File: src/rtl/acc_port_pkg.sv
package acc_port_pkg;
  typedef enum logic [1:0] {
    OP_MUL   = 2'b00,
    OP_DIV   = 2'b01,
    OP_SHIFT = 2'b10,
    OP_NORM  = 2'b11
  } op_kind_e;

  function automatic logic op_accumulates(op_kind_e kind);
    return (kind == OP_MUL) || (kind == OP_DIV);
  endfunction
endpackage

File: src/rtl/byte_ptr.sv
// Saturating byte pointer. ASCEND=1 counts up from 0, ASCEND=0 counts down
// from NUM-1. The pointer stops at its far end.
module byte_ptr #(
  parameter int NUM    = 5,
  parameter bit ASCEND = 1'b1,
  localparam int IW    = (NUM > 1) ? $clog2(NUM) : 1
) (
  input  logic          clk,
  input  logic          rst,
  input  logic          restart,
  input  logic          step,
  output logic [IW-1:0] idx
);
  localparam logic [IW-1:0] FIRST = ASCEND ? '0 : IW'(NUM - 1);
  localparam logic [IW-1:0] LAST  = ASCEND ? IW'(NUM - 1) : '0;

  logic [IW-1:0] next_idx;

  generate
    if (ASCEND) begin : g_up
      assign next_idx = idx + 1'b1;
    end else begin : g_down
      assign next_idx = idx - 1'b1;
    end
  endgenerate

  always_ff @(posedge clk) begin
    if (rst || restart) begin
      idx <= FIRST;
    end else if (step && (idx != LAST)) begin
      idx <= next_idx;
    end
  end
endmodule

File: src/rtl/zero_run_det.sv
// Counts accepted zero-byte writes in a row and fires on the RUN-th one.
module zero_run_det #(
  parameter int BYTE_W = 8,
  parameter int RUN    = 5,
  localparam int CW    = $clog2(RUN + 1)
) (
  input  logic              clk,
  input  logic              rst,
  input  logic              restart,
  input  logic              wr_ok,
  input  logic [BYTE_W-1:0] wr_byte,
  output logic              fire
);
  logic [CW-1:0] run_cnt;
  logic          is_zero;

  assign is_zero = (wr_byte == '0);
  assign fire    = wr_ok && is_zero && (run_cnt == CW'(RUN - 1));

  always_ff @(posedge clk) begin
    if (rst || restart) begin
      run_cnt <= '0;
    end else if (wr_ok) begin
      if (!is_zero || fire) begin
        run_cnt <= '0;
      end else begin
        run_cnt <= run_cnt + 1'b1;
      end
    end
  end
endmodule

File: src/rtl/acc_core.sv
// Accumulator storage: clear, add, byte load and registered byte read.
module acc_core #(
  parameter int BYTE_W    = 8,
  parameter int NUM_BYTES = 5,
  localparam int ACC_W    = BYTE_W * NUM_BYTES,
  localparam int IW       = (NUM_BYTES > 1) ? $clog2(NUM_BYTES) : 1
) (
  input  logic              clk,
  input  logic              rst,
  input  logic              zero_all,
  input  logic              add_en,
  input  logic [ACC_W-1:0]  add_val,
  input  logic              wr_en,
  input  logic [IW-1:0]     wr_idx,
  input  logic [BYTE_W-1:0] wr_byte,
  input  logic              rd_en,
  input  logic [IW-1:0]     rd_idx,
  output logic [ACC_W-1:0]  acc_q,
  output logic [BYTE_W-1:0] rd_data
);
  logic [ACC_W-1:0] byte_loaded;

  always_comb begin
    byte_loaded = acc_q;
    for (int i = 0; i < NUM_BYTES; i++) begin
      if (wr_idx == IW'(i)) begin
        byte_loaded[i*BYTE_W +: BYTE_W] = wr_byte;
      end
    end
  end

  always_ff @(posedge clk) begin
    if (rst || zero_all) begin
      acc_q <= '0;
    end else if (add_en) begin
      acc_q <= acc_q + add_val;
    end else if (wr_en) begin
      acc_q <= byte_loaded;
    end
  end

  logic [BYTE_W-1:0] rd_sel;

  always_comb begin
    rd_sel = '0;
    for (int i = 0; i < NUM_BYTES; i++) begin
      if (rd_idx == IW'(i)) begin
        rd_sel = acc_q[i*BYTE_W +: BYTE_W];
      end
    end
  end

  always_ff @(posedge clk) begin
    if (rst) begin
      rd_data <= '0;
    end else if (rd_en) begin
      rd_data <= rd_sel;
    end
  end
endmodule

File: src/rtl/byte_accum_port.sv
module byte_accum_port #(
  parameter int BYTE_W    = 8,
  parameter int NUM_BYTES = 5,
  localparam int ACC_W    = BYTE_W * NUM_BYTES,
  localparam int IW       = (NUM_BYTES > 1) ? $clog2(NUM_BYTES) : 1
) (
  input  logic              clk,
  input  logic              rst,
  input  logic              rd_strobe,
  output logic [BYTE_W-1:0] rd_data,
  input  logic              wr_strobe,
  input  logic [BYTE_W-1:0] wr_data,
  input  logic              res_valid,
  input  logic [ACC_W-1:0]  res_value,
  input  logic [1:0]        res_op,
  input  logic              clr_cmd,
  input  logic              start_cmd
);
  import acc_port_pkg::*;

  logic             restart;
  logic             wr_ok;
  logic             add_en;
  logic             zero_fire;
  logic             zero_all;
  logic [IW-1:0]    rd_idx;
  logic [IW-1:0]    wr_idx;
  logic [ACC_W-1:0] acc_q;

  assign restart  = res_valid || clr_cmd || start_cmd;
  assign wr_ok    = wr_strobe && !restart;
  assign add_en   = res_valid && op_accumulates(op_kind_e'(res_op));
  assign zero_all = clr_cmd || zero_fire;

  byte_ptr #(.NUM(NUM_BYTES), .ASCEND(1'b0)) u_rd_ptr (
    .clk(clk), .rst(rst), .restart(restart), .step(rd_strobe), .idx(rd_idx)
  );

  byte_ptr #(.NUM(NUM_BYTES), .ASCEND(1'b1)) u_wr_ptr (
    .clk(clk), .rst(rst), .restart(restart), .step(wr_ok), .idx(wr_idx)
  );

  zero_run_det #(.BYTE_W(BYTE_W), .RUN(NUM_BYTES)) u_zero_run (
    .clk(clk), .rst(rst), .restart(restart), .wr_ok(wr_ok),
    .wr_byte(wr_data), .fire(zero_fire)
  );

  acc_core #(.BYTE_W(BYTE_W), .NUM_BYTES(NUM_BYTES)) u_core (
    .clk(clk), .rst(rst), .zero_all(zero_all), .add_en(add_en),
    .add_val(res_value), .wr_en(wr_ok), .wr_idx(wr_idx), .wr_byte(wr_data),
    .rd_en(rd_strobe), .rd_idx(rd_idx), .acc_q(acc_q), .rd_data(rd_data)
  );
endmodule

File: config.mk
export PLATFORM = sky130hd
export DESIGN_NAME = byte_accum_port
export DESIGN_NICKNAME = d
export VERILOG_FILES = /design/src/rtl/acc_port_pkg.sv /design/src/rtl/byte_ptr.sv /design/src/rtl/zero_run_det.sv /design/src/rtl/acc_core.sv /design/src/rtl/byte_accum_port.sv
export SDC_FILE = /design/constraint.sdc
export NUM_CORES = 1
export LEC_CHECK = 0
export BUFFER_PORTS_ARGS = -buffer_cell sky130_fd_sc_hd__clkbuf_2
export CORE_MARGIN = 5
export CORE_UTILIZATION = 60
export DETAILED_ROUTE_END_ITERATION = 10
export GPL_ROUTABILITY_DRIVEN = 1
export PLACE_DENSITY = 0.87
export RECOVER_POWER = 25
export REMOVE_ABC_BUFFERS = 1
export SLEW_MARGIN = 10
export SYNTH_ARGS = -nofsm -noshare
export SYNTH_HDL_FRONTEND = slang
export SYNTH_HIERARCHICAL = 1
export SYNTH_SLANG_ARGS = --single-unit
File: constraint.sdc
create_clock -name clk -period 6.4 [get_ports clk]
set_input_delay 1.28 -clock clk [delete_from_list [all_inputs] [get_ports clk]]
set_output_delay 1.28 -clock clk [all_outputs]
set_load 0.1 [all_outputs]
== Yosys cells after proc, flatten, opt, wreduce, memory -nomap -nowiden ==
Index checks and enable logic that the tools add are counted.

* Logic and storage cells: 68
* Output and inout port bits: 8
* Flip-flop bits (word level): 57

* Add/sub/neg operators: 4
* Reduce and logical (&&, ||, !) cells: 31
* Multiplexer cells: 13
* Equality and inequality tests: 11

{| class="wikitable"
|+ Operators with widths
! operator !! number
|-
| two-way mux 40 bit || 2
|-
| two-way mux 8 bit || 10
|-
| adder 40 bit || 1
|-
| == test 3 x 2 -> 1 bit (second input constant) || 4
|-
| nonzero test 2 bit || 6
|-
| AND reduction 2 bit || 5
|-
| == test 3 bit (second input constant) || 3
|-
| zero test 8 bit || 1
|-
| logical OR 1 bit || 7
|-
| adder 3 x 1 -> 3 bit (second input constant) || 2
|-
| == test 3 x 1 -> 1 bit (second input constant) || 2
|-
| logical AND 1 bit || 6
|-
| zero test 3 bit || 2
|-
| two-way mux 3 bit || 1
|-
| != test 3 bit (second input constant) || 1
|-
| nonzero test 3 bit || 1
|-
| subtractor 3 x 1 -> 3 bit (second input constant) || 1
|-
| == test 2 x 1 -> 1 bit (second input constant) || 1
|-
| zero test 1 bit || 2
|-
| zero test 2 bit || 1
|}

== Longest topological paths before layout ==
* Depth after elaboration: 8
* Mapped depth: 12
* Gate-level depth less buffers: 11

== Cells and area by module ==
The synthesis kept the hierarchy.

{| class="wikitable"
|+ By module, submodules not included
! module !! cells each !! times used !! area each (um^2) !! seq. area each (um^2)
|-
| acc_core || 650 || 1 || 4844.6 || 960.9
|-
| zero_run_det || 25 || 1 || 227.7 || 60.1
|-
| byte_ptr at u_wr_ptr || 17 || 1 || 188.9 || 60.1
|-
| byte_ptr at u_rd_ptr || 15 || 1 || 158.9 || 60.1
|-
| byte_accum_port || 4 || 1 || 27.5 || 0.0
|}

== Worst setup path after synthesis ==
OpenSTA, ideal clock, no wires.

* Kind: input-to-reg
* Start: input clr_cmd
* End: register u_core.acc_q[36]
* Library setup time: 0.133 ns
* Arrival time: 3.688 ns
* Required time: 6.267 ns
* Buffers on the path: 0
* Stages on the path: 6
* Slack: 2.579 ns
* Path through: nor4b_1 nand2_1 nor3_1 mux2_2 o21ai_0 a31oi_1

* Word-level cells in the longest chain between the ends: 8
* Elaborated cells between the ends (all ways): 10

{| class="wikitable"
|+ RTL lines
! item !! RTL line !! source
|-
| from (decl) || byte_accum_port.sv:16 || <nowiki>input logic clr_cmd,</nowiki>
|-
| logical OR 1 bit (2 in series) || byte_accum_port.sv:30 || <nowiki>assign restart = res_valid || clr_cmd || start_cmd;</nowiki>
|-
| zero test 1 bit || byte_accum_port.sv:31 || <nowiki>assign wr_ok = wr_strobe && !restart;</nowiki>
|-
| logical AND 1 bit || byte_accum_port.sv:31 ||
|-
| logical AND 1 bit (2 in series) || zero_run_det.sv:18 || <nowiki>assign fire = wr_ok && is_zero && (run_cnt == CW'(RUN - 1));</nowiki>
|-
| logical OR 1 bit || byte_accum_port.sv:33 || <nowiki>assign zero_all = clr_cmd || zero_fire;</nowiki>
|-
| logical OR 1 bit || acc_core.sv:33 || <nowiki>if (rst || zero_all) begin</nowiki>
|-
| to (signal assigned) || acc_core.sv:36 || <nowiki>acc_q <= acc_q + add_val;</nowiki>
|-
| to (signal assigned) || acc_core.sv:38 || <nowiki>acc_q <= byte_loaded;</nowiki>
|-
| to (decl) || acc_core.sv:18 || <nowiki>output logic [ACC_W-1:0] acc_q,</nowiki>
|}

Several ways; a longest one is shown, not always the timed one.
A chain may end at the register's enable or synchronous reset.

== Worst setup path after layout ==
* Start: input clr_cmd
* End: register u_core.acc_q[19]

* Word-level cells in the longest chain between the ends: 8
* Elaborated cells between the ends (all ways): 10

{| class="wikitable"
|+ RTL lines
! item !! RTL line !! source
|-
| logical OR 1 bit (*) (2 in series) || byte_accum_port.sv:30 ||
|-
| zero test 1 bit (*) || byte_accum_port.sv:31 ||
|-
| logical AND 1 bit (*) || byte_accum_port.sv:31 ||
|-
| net wr_ok || byte_accum_port.sv:22 || <nowiki>logic wr_ok;</nowiki>
|-
| logical AND 1 bit (2 in series) || zero_run_det.sv:18 ||
|-
| logical OR 1 bit || byte_accum_port.sv:33 ||
|-
| logical OR 1 bit || acc_core.sv:33 ||
|}

The timed path passes the listed nets; every way through them passes the cells marked *.

==> key figures <==
Job
  • Count of maximum capacitance violations: 0

Critical path
  • Required time at the endpoint of the critical path: 6.61 ns
  • Type of element capturing the critical path: flip-flop
  • Ordered list of cells on the worst path: clkbuf_1 > nor4b_1 > clkbuf_1 > nor2b_1 > nand2_1 > nor2_1 > mux2_2 > o21ai_0 > a21oi_1
  • Critical path launch point type: input pin
  • Gate family responsible for the most delay along the worst path: simple AND/OR/NAND/NOR gates
  • Type of the setup path with the least slack: in2reg
  • Maximum fanout count along the critical path: 12
  • Cell repeated most along the worst path: sky130_fd_sc_hd__clkbuf_1
  • Worst path max stage delay: 0.63 ns
  • Data arrival time of the critical path: 3.96 ns
  • Cell at the slowest stage of the critical path: sky130_fd_sc_hd__nor2_1
  • Critical path buffers and inverters: 2

Routing
  • Wirelength, routed: 17,600 µm
  • DR iter-0 viols: 718
  • Routed Antenna Nets: 0
  • Post-DR vias/cell: 6.86
  • Routed vias: 5,931
  • First-pass detailed-route iteration total: 6
  • Drc violations: 0
  • Routed len/inst: 20.3 µm

Place
  • Detailed-placement wirelength estimate: 13,400 µm
  • PortBufs: 63
  • Final weighted congestion in routability-driven placement: 1.05

Worst hold path
  • Worst hold path class: reg2reg

Power
  • Clock power share: 36.1%
  • Peak supply drop: 0.0973 mV
  • Share of power burned in registers: 38.5%
  • Leakage power of the design: 2.46 nW
  • Total power density per cell area: 166 mW/mm²
  • Switching power total: 0.000344 W
  • Switching share of total power: 34.8%
  • Combinational cell fraction of total power: 25.4%
  • Int Power: 0.000645 W

Synthesis
  • Cell variety after synth: 70
  • Dominant register cell in the synthesized netlist: sky130_fd_sc_hd__dfxtp_1
  • Synthesized cell area: 0.00545 mm²
  • Top post-synthesis cells by area: sky130_fd_sc_hd__dfxtp_1, sky130_fd_sc_hd__ha_1, sky130_fd_sc_hd__a21oi_1, sky130_fd_sc_hd__nor2_1, sky130_fd_sc_hd__a211oi_1
  • Syn. warnings: 6
  • Synth cell count leaders: sky130_fd_sc_hd__nor2_1, sky130_fd_sc_hd__a21oi_1, sky130_fd_sc_hd__dfxtp_1
  • EDFF count, synth: 0
  • Number of instances in the synthesized netlist: 711
  • Share of flip-flops with an asynchronous set or reset: 0%
  • Most instantiated library cell after synthesis: sky130_fd_sc_hd__nor2_1
  • Avg Inst Size Synth: 7.66 µm²
  • Sequential fraction of the synthesis area: 20.9%
  • FF+latch count, synth: 57
  • Fraction of post-synthesis cell area in the top cell type by area: 20.9%
  • Post-synth top area cell: sky130_fd_sc_hd__dfxtp_1

STA
  • Final Hold Viols: 0
  • Largest clock skew in the final design: 0.0131 ns
  • Post-route setup TNS: 0 ns
  • Timing-limited maximum frequency: 0.267 GHz
  • Hold WS: 0.495 ns
  • Final setup vio count: 0
  • Final critical path time including I/O delays and setup: 3.75 ns
  • Slew at the pin closest to its max-slew limit: 0.936 ns
  • Fraction of the cycle the final worst path needs: 58.6%
  • Tightest slew margin relative to the limit: 37.3%
  • Unrepaired setup endpoints after global routing: false
  • Number of pins exceeding their max-slew limit in the final report: 0

Clocking
  • Root Buffer Master: sky130_fd_sc_hd__clkbuf_8
  • H-Tree Depth: 3
  • Post-CTS Setup Inserts: 0
  • CTS buffer count: 9
  • Number of buffers between clock root and the deepest sink: 2
  • Number of sinks on the clock net: 57
  • Post-cts repair resize count: 0
  • Clock Pin Slew Worst Setup and Hold Paths: 0.08 ns
  • Cts hold-fix bufs: 0
  • CTS tree: yes
  • Clock latency on the worst-skew pair: 0.35 ns

Global routing
  • Wire length of the first global-routing pass: 28,100 µm
  • Aggregate global-route resource usage: 31.1%
  • Number of global-route vias before repair: 5,642
  • Initial antenna violation count: 0
  • Pin count of the biggest net entering global routing: 64
  • Overall overflow remaining after global route: 0

Outcome
  • Status: finished, final reports clean

Final layout
  • Area growth from synthesis to layout: 9.62%
  • Total inserted antenna cells: 0
  • Number of nets at the end of the flow: 855
  • Share of cells above drive strength 1: 14.0%

Floorplan
  • Width of the die: 105 µm
  • Die Footprint: 0.0111 mm²
  • Placeable core region: 0.00881 mm²
  • Die extent in y: 105 µm
  • Initial cell density of the core: 61.9%
  • Count of standard-cell rows: 34
  • Number of primary I/O pins: 65
==> metal layers <==
metal / track usage [%] / vias up / wire length [µm]
li1: - / 2758 / -
met1: 41.7 / 2745 / 7130
met2: 48.6 / 381 / 8000
met3: 7.27 / 47 / 1980
met4: 11.9 / 0 / 458
met5: 0 / - / 0
==> layout by cell type, fill, tap and decap left out, types with 13 or more instances in the layout <==
cell type / instances
sky130_fd_sc_hd__ha_1: 45
sky130_fd_sc_hd__a31oi_1: 13
sky130_fd_sc_hd__inv_1: 19
sky130_fd_sc_hd__a21oi_1: 69
sky130_fd_sc_hd__xor2_1: 14
sky130_fd_sc_hd__mux2i_1: 25
sky130_fd_sc_hd__nand4_1: 15
sky130_fd_sc_hd__nand2_1: 49
sky130_fd_sc_hd__nor2b_1: 24
sky130_fd_sc_hd__clkbuf_2: 62
sky130_fd_sc_hd__nand3_1: 20
sky130_fd_sc_hd__nor2_1: 78
sky130_fd_sc_hd__a211oi_1: 36
sky130_fd_sc_hd__dfxtp_1: 57
sky130_fd_sc_hd__o21ai_0: 40
==> cell families (layout without fill, tap and decap cells) <==
family / after synthesis / after routing / synth area share [%]
flops: 57 / 57 / 20.9
simple gates: 257 / 257 / 24.6
fa+ha+maj: 46 / 46 / 10.7
buf+inv: 56 / 102 / 4.00
compound gates: 232 / 232 / 27.6
xor+xnor: 24 / 24 / 3.86
mux: 39 / 39 / 8.25
==> registers in the layout, summed over array words and instances (netlist names) <==
signal and count:
u_core/acc_q 40, u_core/rd_data 8, u_rd_ptr/idx 3, u_wr_ptr/idx 3, u_zero_run/run_cnt 3
==> power by group through the flow <==
stage               logic [W]  clock network (W)  registers (W)
floorplan            0.000151                  0       0.000401
global placement     0.000237                  0       0.000388
detailed placement   0.000243                  0       0.000388
CTS                  0.000245           0.000356       0.000380
global route         0.000270           0.000374       0.000382
finish               0.000251           0.000358       0.000381
==> per-stage QoR <==
stage | util [%] | instance area [µm²] | power [W] | std cells | setup WS (ns)
6_report | 67.8 | 5970 | 0.000989 | 865 | 2.65
5_1_grt | 67.8 | 5970 | 0.00103 | 865 | 2.38
4_1_cts | 68.1 | 5990 | 0.000981 | 865 | 2.86
3_5_place_dp | 65.7 | 5790 | 0.000631 | 849 | 2.52
3_3_place_gp | 65.7 | 5790 | 0.000624 | 849 | 2.52
2_1_floorplan | - | 5300 | 0.000553 | 674 | 1.66
==> final timing paths <==
check / end / start / depth (start not counted) / slack (ns)
hold / removal: u_core/rd_data[1]$_SDFFE_PP0P_ / u_core/rd_data[1]$_SDFFE_PP0P_ / 2 / 0.49
hold reg to reg: u_core/rd_data[1]$_SDFFE_PP0P_ / u_core/rd_data[1]$_SDFFE_PP0P_ / 2 / 0.49
setup / recovery: u_core/acc_q[19]$_SDFFE_PP0P_ / clr_cmd / 9 / 2.65
setup reg to reg: u_core/acc_q[34]$_SDFFE_PP0P_ / u_core/acc_q[0]$_SDFFE_PP0P_ / 10 / 3.47
==> worst register-to-register path: stages, from the launching register on <==
cell	delay (ns)
sky130_fd_sc_hd__dfxtp_1	0.34
sky130_fd_sc_hd__ha_1	0.21
sky130_fd_sc_hd__inv_1	0.07
sky130_fd_sc_hd__fa_1	0.20
sky130_fd_sc_hd__nor2b_1	0.07
sky130_fd_sc_hd__o31a_1	0.30
sky130_fd_sc_hd__o31ai_1	0.61
sky130_fd_sc_hd__a211oi_1	0.27
sky130_fd_sc_hd__o211ai_1	0.38
sky130_fd_sc_hd__a21oi_1	0.14
sky130_fd_sc_hd__o32ai_1	0.24
==> cell type report <==
cell class | count | area, µm²
Sequential cell | 57 | 1140
Fill cell | 777 | 2830
Timing Repair Buffer | 67 | 340
Tap cell | 108 | 135
Inverter | 19 | 71.3
Multi-Input combinational cell | 598 | 4080
Clock inverter | 6 | 67.6
Clock buffer | 10 | 138
(Power assumes the default switching activity.)
